[config.mk]
export PLATFORM = sky130hd
export DESIGN_NAME = sram_async_ctrl
export DESIGN_NICKNAME = d
export VERILOG_FILES = /design/src/rtl/sram_async_ctrl.sv
export SDC_FILE = /design/constraint.sdc
export NUM_CORES = 1
export LEC_CHECK = 0
export BUFFER_PORTS_ARGS = -buffer_cell sky130_fd_sc_hd__buf_2
export CAP_MARGIN = 10
export CORE_ASPECT_RATIO = 0.5
export CORE_MARGIN = 5
export CORE_UTILIZATION = 51
export CTS_CLUSTER_SIZE = 30
export DETAILED_ROUTE_END_ITERATION = 8
export PLACE_DENSITY = 0.84
export SYNTH_ARGS = -nofsm -noshare
export SYNTH_HDL_FRONTEND = slang
export SYNTH_SLANG_ARGS = --single-unit
export TNS_END_PERCENT = 10
[constraint.sdc]
create_clock -name clk -period 3.1 [get_ports clk]
set_clock_uncertainty 0.2 [all_clocks]
set_input_delay 0.62 -clock clk [delete_from_list [all_inputs] [get_ports clk]]
set_output_delay 0.62 -clock clk [all_outputs]
set_load 0.02 [all_outputs]
[src/rtl/sram_async_ctrl.sv]
module sram_async_ctrl #(
  parameter int AW      = 19,
  parameter int DW      = 8,
  parameter int CLK_NS  = 10,
  parameter int T_WP_NS = 40,
  parameter int T_CW_NS = 45,
  parameter int T_RC_NS = 55
) (
  input  logic          clk,
  input  logic          rst_n,
  input  logic          req_valid,
  output logic          req_ready,
  input  logic          req_write,
  input  logic [AW-1:0] req_addr,
  input  logic [DW-1:0] req_wdata,
  output logic          rsp_valid,
  output logic [DW-1:0] rsp_rdata,
  input  logic          sleep_req,
  output logic          mem_cs1_n,
  output logic          mem_cs2,
  output logic          mem_oe_n,
  output logic          mem_we_n,
  output logic [AW-1:0] mem_addr,
  output logic [DW-1:0] mem_dq_o,
  output logic          mem_dq_oe,
  input  logic [DW-1:0] mem_dq_i
);

  localparam int WP_CYC = (T_WP_NS + CLK_NS - 1) / CLK_NS;
  localparam int CW_CYC = (T_CW_NS + CLK_NS - 1) / CLK_NS;
  localparam int SU_CYC = (CW_CYC > WP_CYC) ? CW_CYC - WP_CYC : 1;
  localparam int RC_CYC = (T_RC_NS + CLK_NS - 1) / CLK_NS;
  localparam int MAXC   = (WP_CYC > RC_CYC) ? ((WP_CYC > SU_CYC) ? WP_CYC : SU_CYC)
                                            : ((RC_CYC > SU_CYC) ? RC_CYC : SU_CYC);
  localparam int CNW    = $clog2(MAXC + 1);

  typedef enum logic [2:0] {S_IDLE, S_WSU, S_WPL, S_WHD, S_RD, S_SLP, S_WAKE} st_t;

  st_t           st;
  logic [CNW-1:0] cnt;
  logic [AW-1:0]  addr_q;
  logic [DW-1:0]  wdata_q, rdata_q;
  logic           ack_q, sel, done;

  assign sel       = (st == S_WSU) || (st == S_WPL) || (st == S_WHD) || (st == S_RD);
  assign done      = (cnt == '0);
  assign req_ready = (st == S_IDLE) && !sleep_req;
  assign mem_cs1_n = !sel;
  assign mem_cs2   = sel;
  assign mem_oe_n  = (st != S_RD);
  assign mem_we_n  = (st != S_WPL);
  assign mem_dq_oe = (st == S_WPL) || (st == S_WHD);
  assign mem_addr  = addr_q;
  assign mem_dq_o  = wdata_q;
  assign rsp_valid = ack_q;
  assign rsp_rdata = rdata_q;

  always_ff @(posedge clk or negedge rst_n) begin
    if (!rst_n) begin
      st      <= S_IDLE;
      cnt     <= '0;
      addr_q  <= '0;
      wdata_q <= '0;
      rdata_q <= '0;
      ack_q   <= 1'b0;
    end else begin
      ack_q <= 1'b0;
      case (st)
        S_IDLE: begin
          if (sleep_req) begin
            st <= S_SLP;
          end else if (req_valid) begin
            addr_q  <= req_addr;
            wdata_q <= req_wdata;
            if (req_write) begin
              st  <= S_WSU;
              cnt <= CNW'(SU_CYC - 1);
            end else begin
              st  <= S_RD;
              cnt <= CNW'(RC_CYC - 1);
            end
          end
        end
        S_WSU: begin
          if (done) begin
            st  <= S_WPL;
            cnt <= CNW'(WP_CYC - 1);
          end else cnt <= cnt - 1'b1;
        end
        S_WPL: begin
          if (done) st <= S_WHD;
          else      cnt <= cnt - 1'b1;
        end
        S_WHD: begin
          st    <= S_IDLE;
          ack_q <= 1'b1;
        end
        S_RD: begin
          if (done) begin
            rdata_q <= mem_dq_i;
            ack_q   <= 1'b1;
            st      <= S_IDLE;
          end else cnt <= cnt - 1'b1;
        end
        S_SLP: begin
          if (!sleep_req) begin
            st  <= S_WAKE;
            cnt <= CNW'(RC_CYC - 1);
          end
        end
        S_WAKE: begin
          if (done) st <= S_IDLE;
          else      cnt <= cnt - 1'b1;
        end
        default: st <= S_IDLE;
      endcase
    end
  end

  a_r4_oe_we_excl: assert property (@(posedge clk) disable iff (!rst_n)
    !(!mem_oe_n && !mem_we_n));

  a_r4_oe_needs_sel: assert property (@(posedge clk) disable iff (!rst_n)
    !mem_oe_n |-> (!mem_cs1_n && mem_cs2));

  a_r3_no_drive_on_read: assert property (@(posedge clk) disable iff (!rst_n)
    mem_dq_oe |-> mem_oe_n);

  a_r3_drive_in_pulse: assert property (@(posedge clk) disable iff (!rst_n)
    !mem_we_n |-> mem_dq_oe);

  a_r3_release_after_hold: assert property (@(posedge clk) disable iff (!rst_n)
    $rose(mem_we_n) |=> !mem_dq_oe);

  a_r2_pulse_stable: assert property (@(posedge clk) disable iff (!rst_n)
    (!mem_we_n && $past(!mem_we_n)) |-> ($stable(mem_addr) && $stable(mem_dq_o) && !mem_cs1_n));

  a_r5_ack_single: assert property (@(posedge clk) disable iff (!rst_n)
    rsp_valid |=> !rsp_valid);

  a_r8_sleep_deselect: assert property (@(posedge clk) disable iff (!rst_n)
    ($past(sleep_req) && sleep_req && $past(req_ready == 1'b0) && mem_cs1_n) |-> !mem_cs2);

endmodule

==> metrics <==
status complete, no violations; internal power ~1700 uW; Worst Tran Pin Value around 0.9 ns; row count 15; Clk pin slew, worst setup/hold paths 0.07 ns; remaining antenna violation count 0; routed len/inst between 15 and 20 um; TritonCTS Sinks 42; gr ovfl total 0; # diodes 0; share of post-route cells with drive strength above 1 between 50% and 60%; Netlist Area Pre-Place about 2000 um2; crit share post-route 80.2%; Max Clock Freq about 400 MHz; Vias approximately 1,400; # port buffers 81; crit path DAT 1.67 ns; Final setup viols 0; Clock Path Buffers 2; RSZ-0062 raised after global routing false; CTS root buf clkbuf_8; Psw ~1200 uW; Logic pwr share between 50 and 60%; post-synthesis adder-cell area fraction 1.27%; crit end category output pin; Seq pwr share 35.2%; Crit-path slowest cell dfrtp_1; htree depth 2; Syn Area/Cell ~14 um2; Initial Utilization a little under three fifths; post-synthesis net count between 150 and 200; cts bufs inserted 5; Pwr Density between 1000 and 1500 nW/um2; fill cell count 266; YS warnings 0; Pwr Total about 2900 uW; CP required between 2 and 2.5 ns; drt first pass iters 4; crit-path max cell delay 0.53 ns; area of the die 5270 um2; Startpoint Class register; dpl hpwl between 3000 and 4000 um; area leader, netlist dfrtp_1; Die Span X 97.8 um; largest family of logic cells by synthesized area multiplexers; CTS Hold Bufs 0; register area share after synthesis 53.5%; multiplexer share of the synthesized area 25.9%; Post-synth EDFFs 0; Max-Cap Viols 0; Max FO, Critical Path 15; total negative slack 0 ns; post_cts resized 0; CORE AREA about 3600 um2; CP Class register to output pin; Leakage about 0.0013 uW; initial DRC count 25; Yosys top cell area share a little over half; # Post-CTS Setup Buffers 0; Hold Violations, Final 0; Compound-Gate Fraction of Synth Area about 6%; Layout Nets 265; gr usage total about 16%; Rel. slew slack ~40%; maximum vdd drop 512 uV; top_reg_cell synth dfrtp_1; GP Congestion about 0.83; HP Class input port to asynchronous set/reset pin; DRC 0; Tmin final 2.49 ns; post-synthesis cell type count 30; crit path cell chain or3_4 > and2_1 > inv_1 > buf_2; switching share of power 40.1%; Post-Synth XOR/XNOR Area less than 1%; # IOs 82; Yosys reg bits 42; largest cells by area after synthesis dfrtp_1, mux2_4, mux2_2, buf_12, mux2i_1; initial antenna violation count 0; die height around 54 um; Mapped Cells 141; largest net degree at the start of global routing 43; clock power share between 10% and 20%; Hold Slack 0.257 ns; asr flop ratio synth 100%; first-pass GRT wire length 6700 um; drt total wl just over 4000 um; P&R area growth vs syn 26.4%; vias in the first global route 1,462; simple-gate share of the synthesized area between 8 and 9%; CTS tree done; Vias/cell just over 5; worst skew pair latency between 0.2 and 0.3 ns; max-slew violations 0
-- worst max-delay path: cells and delay by family, from the launching register on --
family	cells	cell delay [ns]
and+or+nand+nor	2	0.66
DFF	1	0.53
buffers and inverters	2	0.20
-- cell families (layout without fill, tap and decap cells) --
kind of cell,after synthesis,count (layout)
AOI/OAI and AO/OA,18,18
xor gates and xnor gates,1,1
adders and majority gates,2,2
buffers and inverters,12,95
DFF,42,42
muxes,39,39
and+or+nand+nor,27,27
-- cell usage after synthesis (all sizes together) (2+ instances only) --
cell and n:
a211oi 2, a21oi 7, and2 2, buf 3, clkbuf 3, dfrtp 42, ha 2, inv 6
mux2 35, mux2i 4, nand2 7, nand2b 2, nand3 2, nor2 3, nor2b 5, o21ai 4
o221ai 2, or4 2
-- state kept, by name (all words and copies together) (netlist names) --
name       cells
mem_dq_o       8
mem_addr      19
rsp_valid      1
cnt            3
rsp_rdata      8
st             3
-- path summary, 6_finish.rpt --
kind	startpoint	endpoint	slack, ns	cells after the start
worst max-delay path	st[2]$_DFFE_PN0P_	mem_cs1_n	0.61	4
worst min-delay path	rst_n	rsp_rdata[6]$_DFFE_PN0P_	0.26	1
worst max register to register	st[2]$_DFFE_PN0P_	mem_addr[12]$_DFFE_PN0P_	1.00	4
worst min register to register	rsp_rdata[4]$_DFFE_PN0P_	rsp_rdata[4]$_DFFE_PN0P_	0.30	1
max in group asynchronous	rst_n	mem_addr[7]$_DFFE_PN0P_	1.87	1
min in group clk	rsp_rdata[4]$_DFFE_PN0P_	rsp_rdata[4]$_DFFE_PN0P_	0.30	1
-- metrics by stage --
step	util (%)	setup slack, ns	cell area (um2)	cells
4_1_cts	69.7	0.611	2480	275
5_1_grt	69.7	0.533	2480	275
3_5_place_dp	66.7	0.934	2380	267
2_1_floorplan	-	0.983	1970	141
3_3_place_gp	66.7	0.961	2380	267
6_report	69.7	0.613	2480	275
-- area by class of cell --
type,instances,area (um2),area share (%)
Clock inverter,1,30.0,1.21
Inverter,6,22.5,0.906
Clock buffer,7,76.3,3.07
Multi-Input combinational cell,87,836,33.6
Sequential cell,42,1050,42.3
Timing Repair Buffer,81,405,16.3
Tap cell,51,63.8,2.57
-- per-layer routing --
metal	GRT usage, %	vias up	share of wire [%]
met1	17.8	696	38
met4	4.83	0	1.1
met2	32.5	31	56
li1	-	657	-
met3	4.40	5	4.9
met5	0	-	0
-- placed cells by master, fill, tap and decap left out --
cell type / n
clkbuf_8: 5
o21ai_0: 4
nand4b_1: 1
or4_1: 2
nand3b_1: 1
o221ai_1: 2
xnor2_1: 1
ha_1: 2
bufinv_16: 1
o31a_1: 1
clkbuf_1: 2
nor2_8: 1
nor2_1: 2
a21oi_1: 7
buf_2: 81
dfrtp_1: 42
o22ai_2: 1
mux2_2: 15
inv_1: 6
a32oi_1: 1
mux2i_1: 4
nand3_1: 2
mux2_4: 20
nand2b_1: 2
nor3_1: 1
nand2_1: 6
nor2b_1: 5
and2_1: 2
or3_4: 1
nand2_4: 1
a211oi_1: 2
-- power groups by stage --
| stage | Combinational [uW] | Clock, uW | Sequential (uW) |
|---|---|---|---|
| after global placement | 1440 | 0 | 1010 |
| after global routing | 1570 | 458 | 1060 |
| after CTS | 1480 | 425 | 1020 |
| final | 1460 | 417 | 1020 |
| after floorplan | 791 | 0 | 1280 |
| after detailed placement | 1470 | 0 | 1030 |
No activity file was read; power rests on OpenSTA's default activity.
